$ cat config.mk
export PLATFORM = sky130hd
export DESIGN_NAME = shadow_scratch_slave
export DESIGN_NICKNAME = d
export VERILOG_FILES = /design/src/rtl/ssm_pkg.sv /design/src/rtl/ssm_sclk_edge.sv /design/src/rtl/ssm_ctrl.sv /design/src/rtl/ssm_array.sv /design/src/rtl/shadow_scratch_slave.sv
export SDC_FILE = /design/constraint.sdc
export NUM_CORES = 1
export LEC_CHECK = 0
export ABC_AREA = 1
export BUFFER_PORTS_ARGS = -buffer_cell sky130_fd_sc_hd__buf_2
export CORE_UTILIZATION = 25
export CTS_CLUSTER_SIZE = 8
export DETAILED_ROUTE_END_ITERATION = 16
export PLACE_DENSITY = 0.42
export SYNTH_ARGS = -nofsm -noshare
export SYNTH_HDL_FRONTEND = slang
export SYNTH_SLANG_ARGS = --single-unit
export TNS_END_PERCENT = 20
$ cat constraint.sdc
create_clock -name clk -period 5 [get_ports clk]
set_input_delay 0 -clock clk [delete_from_list [all_inputs] [get_ports clk]]
set_output_delay 0 -clock clk [all_outputs]
set_load 0.1 [all_outputs]
$ cat src/rtl/ssm_pkg.sv
// Shared types for the serial shadowed scratchpad slave.
// Assumes opcode field is three bits, placed last in the command word.
package ssm_pkg;
    typedef enum logic [2:0] {
        ST_IDLE, // waiting for a start bit
        ST_CMD,  // collecting command bits
        ST_WR,   // data phase of a write
        ST_RD,   // data phase of a read
        ST_DONE  // command finished, clocks ignored until enable drops
    } ssm_state_e;

    localparam logic [2:0] OP_WRDI  = 3'b000;
    localparam logic [2:0] OP_STORE = 3'b001;
    localparam logic [2:0] OP_WRITE = 3'b011;
    localparam logic [2:0] OP_WREN  = 3'b100;
    localparam logic [2:0] OP_RCL   = 3'b101;
endpackage

$ cat src/rtl/ssm_sclk_edge.sv
// Gated serial-clock edge detector.
// Gates the serial clock with chip enable, so an enable rise while the
// clock pin is high yields a rising edge. Inputs assumed synchronous to clk.
module ssm_sclk_edge (
    input  logic clk,
    input  logic rst_n,
    input  logic ce,
    input  logic sk,
    output logic rise,
    output logic fall
);
    logic gclk;
    logic gclk_q;

    assign gclk = ce & sk;
    assign rise = gclk & ~gclk_q;
    assign fall = ~gclk & gclk_q;

    // Remember the previous gated-clock sample.
    always_ff @(posedge clk) begin
        if (!rst_n) gclk_q <= 1'b0;
        else        gclk_q <= gclk;
    end
endmodule

$ cat src/rtl/ssm_ctrl.sv
// Command sequencer: start-bit hunt, command shift, decode, bit pointer,
// write-enable latch and output-enable. Assumes WIDTH is a power of two
// so the bit pointer wraps by overflow.
module ssm_ctrl
    import ssm_pkg::*;
#(
    parameter int AW = 4,
    parameter int PW = 4
) (
    input  logic          clk,
    input  logic          rst_n,
    input  logic          ce,
    input  logic          rise,
    input  logic          fall,
    input  logic          sdi,
    input  logic          hw_recall,
    output logic          wr_en,
    output logic [AW-1:0] word_sel,
    output logic [PW-1:0] bit_sel,
    output logic          sto_req,
    output logic          rcl_req,
    output logic          oe,
    output logic          wel
);
    localparam int CMD_BITS = 1 + AW + 3;
    localparam int SHW      = CMD_BITS - 2;
    localparam int CW       = $clog2(CMD_BITS);
    localparam logic [CW-1:0] LAST = CW'(CMD_BITS - 1);

    ssm_state_e     st;
    logic [CW-1:0]  cnt;
    logic [SHW-1:0] shreg;
    logic [AW-1:0]  addr;
    logic [PW-1:0]  ptr;
    logic [AW+2:0]  cmd_word;
    logic [2:0]     op;
    logic           dec;
    ssm_state_e     dec_next;

    assign cmd_word = {shreg, sdi};
    assign op       = cmd_word[2:0];
    assign dec      = ce && rise && (st == ST_CMD) && (cnt == LAST);
    assign wr_en    = ce && rise && (st == ST_WR);
    assign sto_req  = dec && (op == OP_STORE) && wel;
    assign rcl_req  = dec && (op == OP_RCL);
    assign word_sel = addr;
    assign bit_sel  = ptr;

    // Pick the state that follows a decoded command.
    always_comb begin
        if (op[2:1] == 2'b11)                 dec_next = ST_RD;
        else if ((op == OP_WRITE) && wel)     dec_next = ST_WR;
        else                                  dec_next = ST_DONE;
    end

    // Sequence the serial protocol and hold the latch and pointer.
    always_ff @(posedge clk) begin
        if (!rst_n) begin
            st    <= ST_IDLE;
            cnt   <= '0;
            shreg <= '0;
            addr  <= '0;
            ptr   <= '0;
            oe    <= 1'b0;
            wel   <= 1'b0;
        end else begin
            if (!ce) begin
                st  <= ST_IDLE;
                cnt <= '0;
                ptr <= '0;
                oe  <= 1'b0;
            end else if (rise) begin
                case (st)
                    ST_IDLE: if (sdi) begin
                        st  <= ST_CMD;
                        cnt <= CW'(1);
                    end
                    ST_CMD: if (cnt == LAST) begin
                        addr <= cmd_word[AW+2:3];
                        ptr  <= '0;
                        st   <= dec_next;
                        if (op == OP_WREN) wel <= 1'b1;
                        if (op == OP_WRDI) wel <= 1'b0;
                    end else begin
                        shreg <= {shreg[SHW-2:0], sdi};
                        cnt   <= cnt + CW'(1);
                    end
                    ST_WR:   ptr <= ptr + PW'(1);
                    default: ;
                endcase
            end else if (fall && (st == ST_RD)) begin
                if (oe) ptr <= ptr + PW'(1);
                oe <= 1'b1;
            end
            if (hw_recall || rcl_req) wel <= 1'b0;
        end
    end
endmodule

$ cat src/rtl/ssm_array.sv
// RAM array with a bit-for-bit shadow array.
// Whole-array copies take one clock; a recall overrides a same-cycle bit
// write; a store always captures RAM as it stood before this clock.
module ssm_array #(
    parameter int WORDS = 16,
    parameter int WIDTH = 16,
    parameter int AW    = 4,
    parameter int PW    = 4
) (
    input  logic                   clk,
    input  logic                   rst_n,
    input  logic                   wr_en,
    input  logic [AW-1:0]          word_sel,
    input  logic [PW-1:0]          bit_sel,
    input  logic                   wr_data,
    input  logic                   to_shadow,
    input  logic                   to_ram,
    output logic                   rd_data,
    output logic [WORDS*WIDTH-1:0] ram_flat,
    output logic [WORDS*WIDTH-1:0] shadow_flat
);
    logic [WORDS-1:0][WIDTH-1:0] ram;
    logic [WORDS-1:0][WIDTH-1:0] shadow;

    assign rd_data     = ram[word_sel][bit_sel];
    assign ram_flat    = ram;
    assign shadow_flat = shadow;

    // Update the arrays: whole-array copies and single-bit writes.
    always_ff @(posedge clk) begin
        if (!rst_n) begin
            ram    <= '0;
            shadow <= '0;
        end else begin
            if (to_shadow) shadow <= ram;
            if (to_ram)     ram <= shadow;
            else if (wr_en) ram[word_sel][bit_sel] <= wr_data;
        end
    end
endmodule

$ cat src/rtl/shadow_scratch_slave.sv
// Top level of the serial shadowed scratchpad slave.
// Joins edge detection, command control and the dual array; hardware
// pins are active low and level sensitive, sampled on clk.
module shadow_scratch_slave #(
    parameter int WORDS = 16,
    parameter int WIDTH = 16
) (
    input  logic clk,
    input  logic rst_n,
    input  logic ce,
    input  logic sk,
    input  logic sdi,
    input  logic store_n,
    input  logic recall_n,
    output logic sdo,
    output logic sdo_oe
);
    localparam int AW   = $clog2(WORDS);
    localparam int PW   = $clog2(WIDTH);
    localparam int BITS = WORDS * WIDTH;

    logic          rise, fall;
    logic          wr_en, sto_req, rcl_req, oe, wel, rd_data;
    logic [AW-1:0] word_sel;
    logic [PW-1:0] bit_sel;
    logic [BITS-1:0] ram_flat, shadow_flat;

    ssm_sclk_edge u_edge (
        .clk(clk), .rst_n(rst_n), .ce(ce), .sk(sk), .rise(rise), .fall(fall)
    );

    ssm_ctrl #(.AW(AW), .PW(PW)) u_ctrl (
        .clk(clk), .rst_n(rst_n), .ce(ce), .rise(rise), .fall(fall),
        .sdi(sdi), .hw_recall(!recall_n), .wr_en(wr_en),
        .word_sel(word_sel), .bit_sel(bit_sel), .sto_req(sto_req),
        .rcl_req(rcl_req), .oe(oe), .wel(wel)
    );

    ssm_array #(.WORDS(WORDS), .WIDTH(WIDTH), .AW(AW), .PW(PW)) u_array (
        .clk(clk), .rst_n(rst_n), .wr_en(wr_en), .word_sel(word_sel),
        .bit_sel(bit_sel), .wr_data(sdi), .to_shadow(sto_req || !store_n),
        .to_ram(rcl_req || !recall_n), .rd_data(rd_data),
        .ram_flat(ram_flat), .shadow_flat(shadow_flat)
    );

    assign sdo_oe = oe;
    assign sdo    = oe ? rd_data : 1'b0;
endmodule

==> flow_summary.ini <==
[clocking]
cts_buffers = 76
clock_latency_ps = 630
cts_max_path_buffers = 3
numClockSinks = 535
cts_tree = yes
cts_root_buffer = clkbuf_16
clkTransAtPathRegs_ps = 60
htree_levels = 3

[grt]
first_global_vias = 23100
antenna_found_initial = 0
grt_max_degree = 146
grt-ovfl-total = 0
track_usage = 0.185
grt_pass1_wl_um = 143000

[timing]
rsz0062_at_grt = false
tightest_slew_ps = 1080
max_freq_mhz = 254
hold_viol = 0
period_needed_ps = 3940
max_slew_margin = 0.274
finClkSkew_ps = 20.4
drv_slew = 0
min_period_over_period = 0.787
setup_viol = 0
finalSetupTns_ps = 0

[placed_design]
dpl_cell_area_mm2 = 0.0256
place_congestion = 0.767
port_buffers = 8
dpl.hpwl_um = 49500

[worst_setup_path]
cp-start-kind = flip-flop
worst-r2r-setup-slack_ps = 1590
reg2reg_depth = 8
crit_start = u_ctrl.word_sel[0]
critPathTopFamily = simple AND/OR/NAND/NOR gates
end_kind = output port
crit_arrival_ps = 3940
path_cells = buf_4 -> nand2_1 -> nand2_1 -> nand2_1 -> nand2_1 -> nand2_1 -> nand2_1 -> nor2_1 -> nor2_1 -> nor2_1 -> nand2_1 -> nand2_1 -> nand2_1 -> nor2_1 -> nor2_1 -> buf_2
cp.buffers_inverters = 2
critical_path_class = flip-flop to output port
cpMostUsedCell = nand2_1
cp.required_ps = 5000
crit_fanout = 63
reg2reg_from = u_ctrl.word_sel[0]
crit_slowest_cell = buf_4
r2r_end = u_array.ram_flat[255]
slowest_delay_ps = 790

[power_and_ir_drop]
pwr-share-comb = 0.063
p_int_mw = 7.38
p_leak_nw = 9.76
sw_frac_of_total = 0.251
clkPwrFrac = 0.476
p_per_area_mw_per_mm2 = 357
vdd_drop_max_mv = 0.185
pwr-share-seq = 0.462
switchingPower_mw = 2.47

[synth]
netlist_instances = 3669
yosysWarnings = 0
ys_seq_area_frac = 0.434
yosysMostFrequentCell = nand2_1
ys_async_sr_fraction = 0
netlist_top_cells_area = dfxtp_1, nand2_1, nor2_1
synth_nets = 3682
synth_ff_type = dfxtp_1
synth_common_cells = nand2_1, nor2_1, dfxtp_1
synth-seq-cells = 535
syn-cell-area_mm2 = 0.0247
syn_area_per_cell_um2 = 6.72
synth_top_area_frac = 0.434
synth_edf_count = 0
synthDistinctLibCells = 31
synth_top_area_cell = dfxtp_1

[final_layout]
antennaDiodeCount = 0
postLayoutCellArea_mm2 = 0.0276
fin_nets = 3535
area_growth_pct = 12.1
drive_gt1_frac = 0.0485
final_util = 0.284

[floorplan]
die_area_mm2 = 0.0999
core_area_mm2 = 0.0971
io_pins = 9
start_util = 0.254
die_y_um = 316
die_x_um = 316
num_rows = 114

[worst_hold_path]
holdCritStartpoint = rst_n
holdPathStages = 3
whs_endpoint = u_array.shadow_flat[184]
hold_class = input port to flip-flop

[routing]
vias_per_cell = 4.91
post_drt_wl_per_cell_um = 19.2
drtPass1Iterations = 5
drtAntennaViolNets = 0
drc = 0
wirelength_um = 92400
drt_iter0_drc = 1697
num_vias = 23600

[status]
status = finished clean

[flow_run]
maxCapViolCount = 0
==> layout by cell type, fill, tap and decap left out <==
cell type / Yosys / final
a41oi_1: 1 / 1
a221oi_1: 1 / 1
nand4_1: 5 / 5
a21o_1: 6 / 6
dlygate4sd3_1: 0 / 5
inv_2: 15 / 11
dfxtp_2: 0 / 1
nand2_4: 0 / 1
nand2_1: 1079 / 1077
buf_12: 0 / 9
nor3_1: 66 / 66
a211oi_1: 2 / 2
dfxtp_1: 535 / 533
o2111ai_1: 1 / 1
inv_8: 0 / 4
clkbuf_8: 0 / 1
o211ai_1: 233 / 233
clkbuf_1: 145 / 2
nand3_2: 10 / 10
a2111oi_0: 1 / 1
dfxtp_4: 0 / 1
nor4_4: 1 / 1
nand2_8: 0 / 1
a21oi_1: 314 / 314
clkinv_2: 0 / 1
nor2_1: 716 / 715
ha_1: 6 / 6
clkbuf_16: 0 / 79
buf_4: 2 / 35
buf_2: 124 / 7
nor2_4: 1 / 3
inv_6: 0 / 1
o21ai_1: 27 / 27
nand3_1: 46 / 46
inv_1: 38 / 38
o21ai_0: 274 / 274
nor3b_1: 2 / 2
nor2_2: 4 / 3
nand2_2: 2 / 2
==> sequential cells by signal, summed over array words and instances (netlist names) <==
name	cells
u_array.ram_flat	256
u_array.shadow_flat	256
u_ctrl.shreg	6
u_ctrl.bit_sel	4
u_ctrl.word_sel	4
u_ctrl.cnt	3
u_ctrl.st	3
u_ctrl.oe	1
u_ctrl.wel	1
u_edge.gclk_q	1
==> worst max path at each step <==
stage | slack (ps) | to | cells past startpoint
3_5_place_dp | 1610 | u_array.ram_flat[255] | 8
4_1_cts | 1000 | sdo | 16
3_3_place_gp | 1650 | u_array.ram_flat[112] | 8
5_1_grt | 860 | sdo | 16
6_report | 1060 | sdo | 16
2_1_floorplan | 2210 | sdo | 18
==> power groups by stage <==
stage	registers [mW]	clock network, mW	logic (mW)
after floorplan	4.60	0	0.447
after global routing	4.56	4.97	0.699
after global placement	4.63	0	0.615
after detailed placement	4.63	0	0.618
after CTS	4.54	4.81	0.623
final	4.55	4.69	0.616
==> stage by stage <==
stage / power, mW / setup WS [ps] / hold WS (ps) / cells
finish: 9.85 / 1060 / 116 / 4802
global route: 10.2 / 862 / 174 / 4802
CTS: 9.97 / 1000 / 114 / 4802
detailed placement: 5.25 / 1610 / 306 / 4715
global placement: 5.25 / 1650 / 307 / 4715
floorplan: 5.05 / 2210 / 176 / 3669
==> kinds of logic after synthesis <==
family                     share of synthesized area
DFF                                            0.434
and+or+nand+nor                                0.305
buffers and inverters                         0.0581
AOI/OAI and AO/OA                              0.200
adders and majority gates                    0.00304
==> worst register-to-register path: cells and delay by family (launching register included) <==
kind | cells | cell delay [ps]
and+or+nand+nor | 3 | 1160
buffers and inverters | 2 | 1030
DFF | 1 | 700
AOI/OAI and AO/OA | 3 | 430
==> final cells by class <==
type                       instances  area (µm²)
fill                           10700       69500
inverter                          54         234
multi-input combinational       2798       12500
sequential                       535       10700
clock buffer                      81        1980
timing repair buffer              57         542
tap                             1276        1600
clock inverter                     1        8.76
==> per-layer routing <==
metal	wire length (µm)	vias up	GRT usage	share of wire
li1	-	11800	-	-
met1	44100	11100	0.253	0.48
met2	41200	544	0.295	0.45
met3	4440	160	0.0307	0.048
met4	2660	0	0.0568	0.029
met5	0	-	0	0
==> repair_timing <==
| action | 4_1_cts | 5_1_grt |
|---|---|---|
| endpoints found under the hold margin | 41 | 0 |
| setup buffers | 0 | 0 |
| hold buffers | 5 | 0 |
| resized for setup | 0 | 0 |
Note: power is estimated with default switching activity, not from simulation.
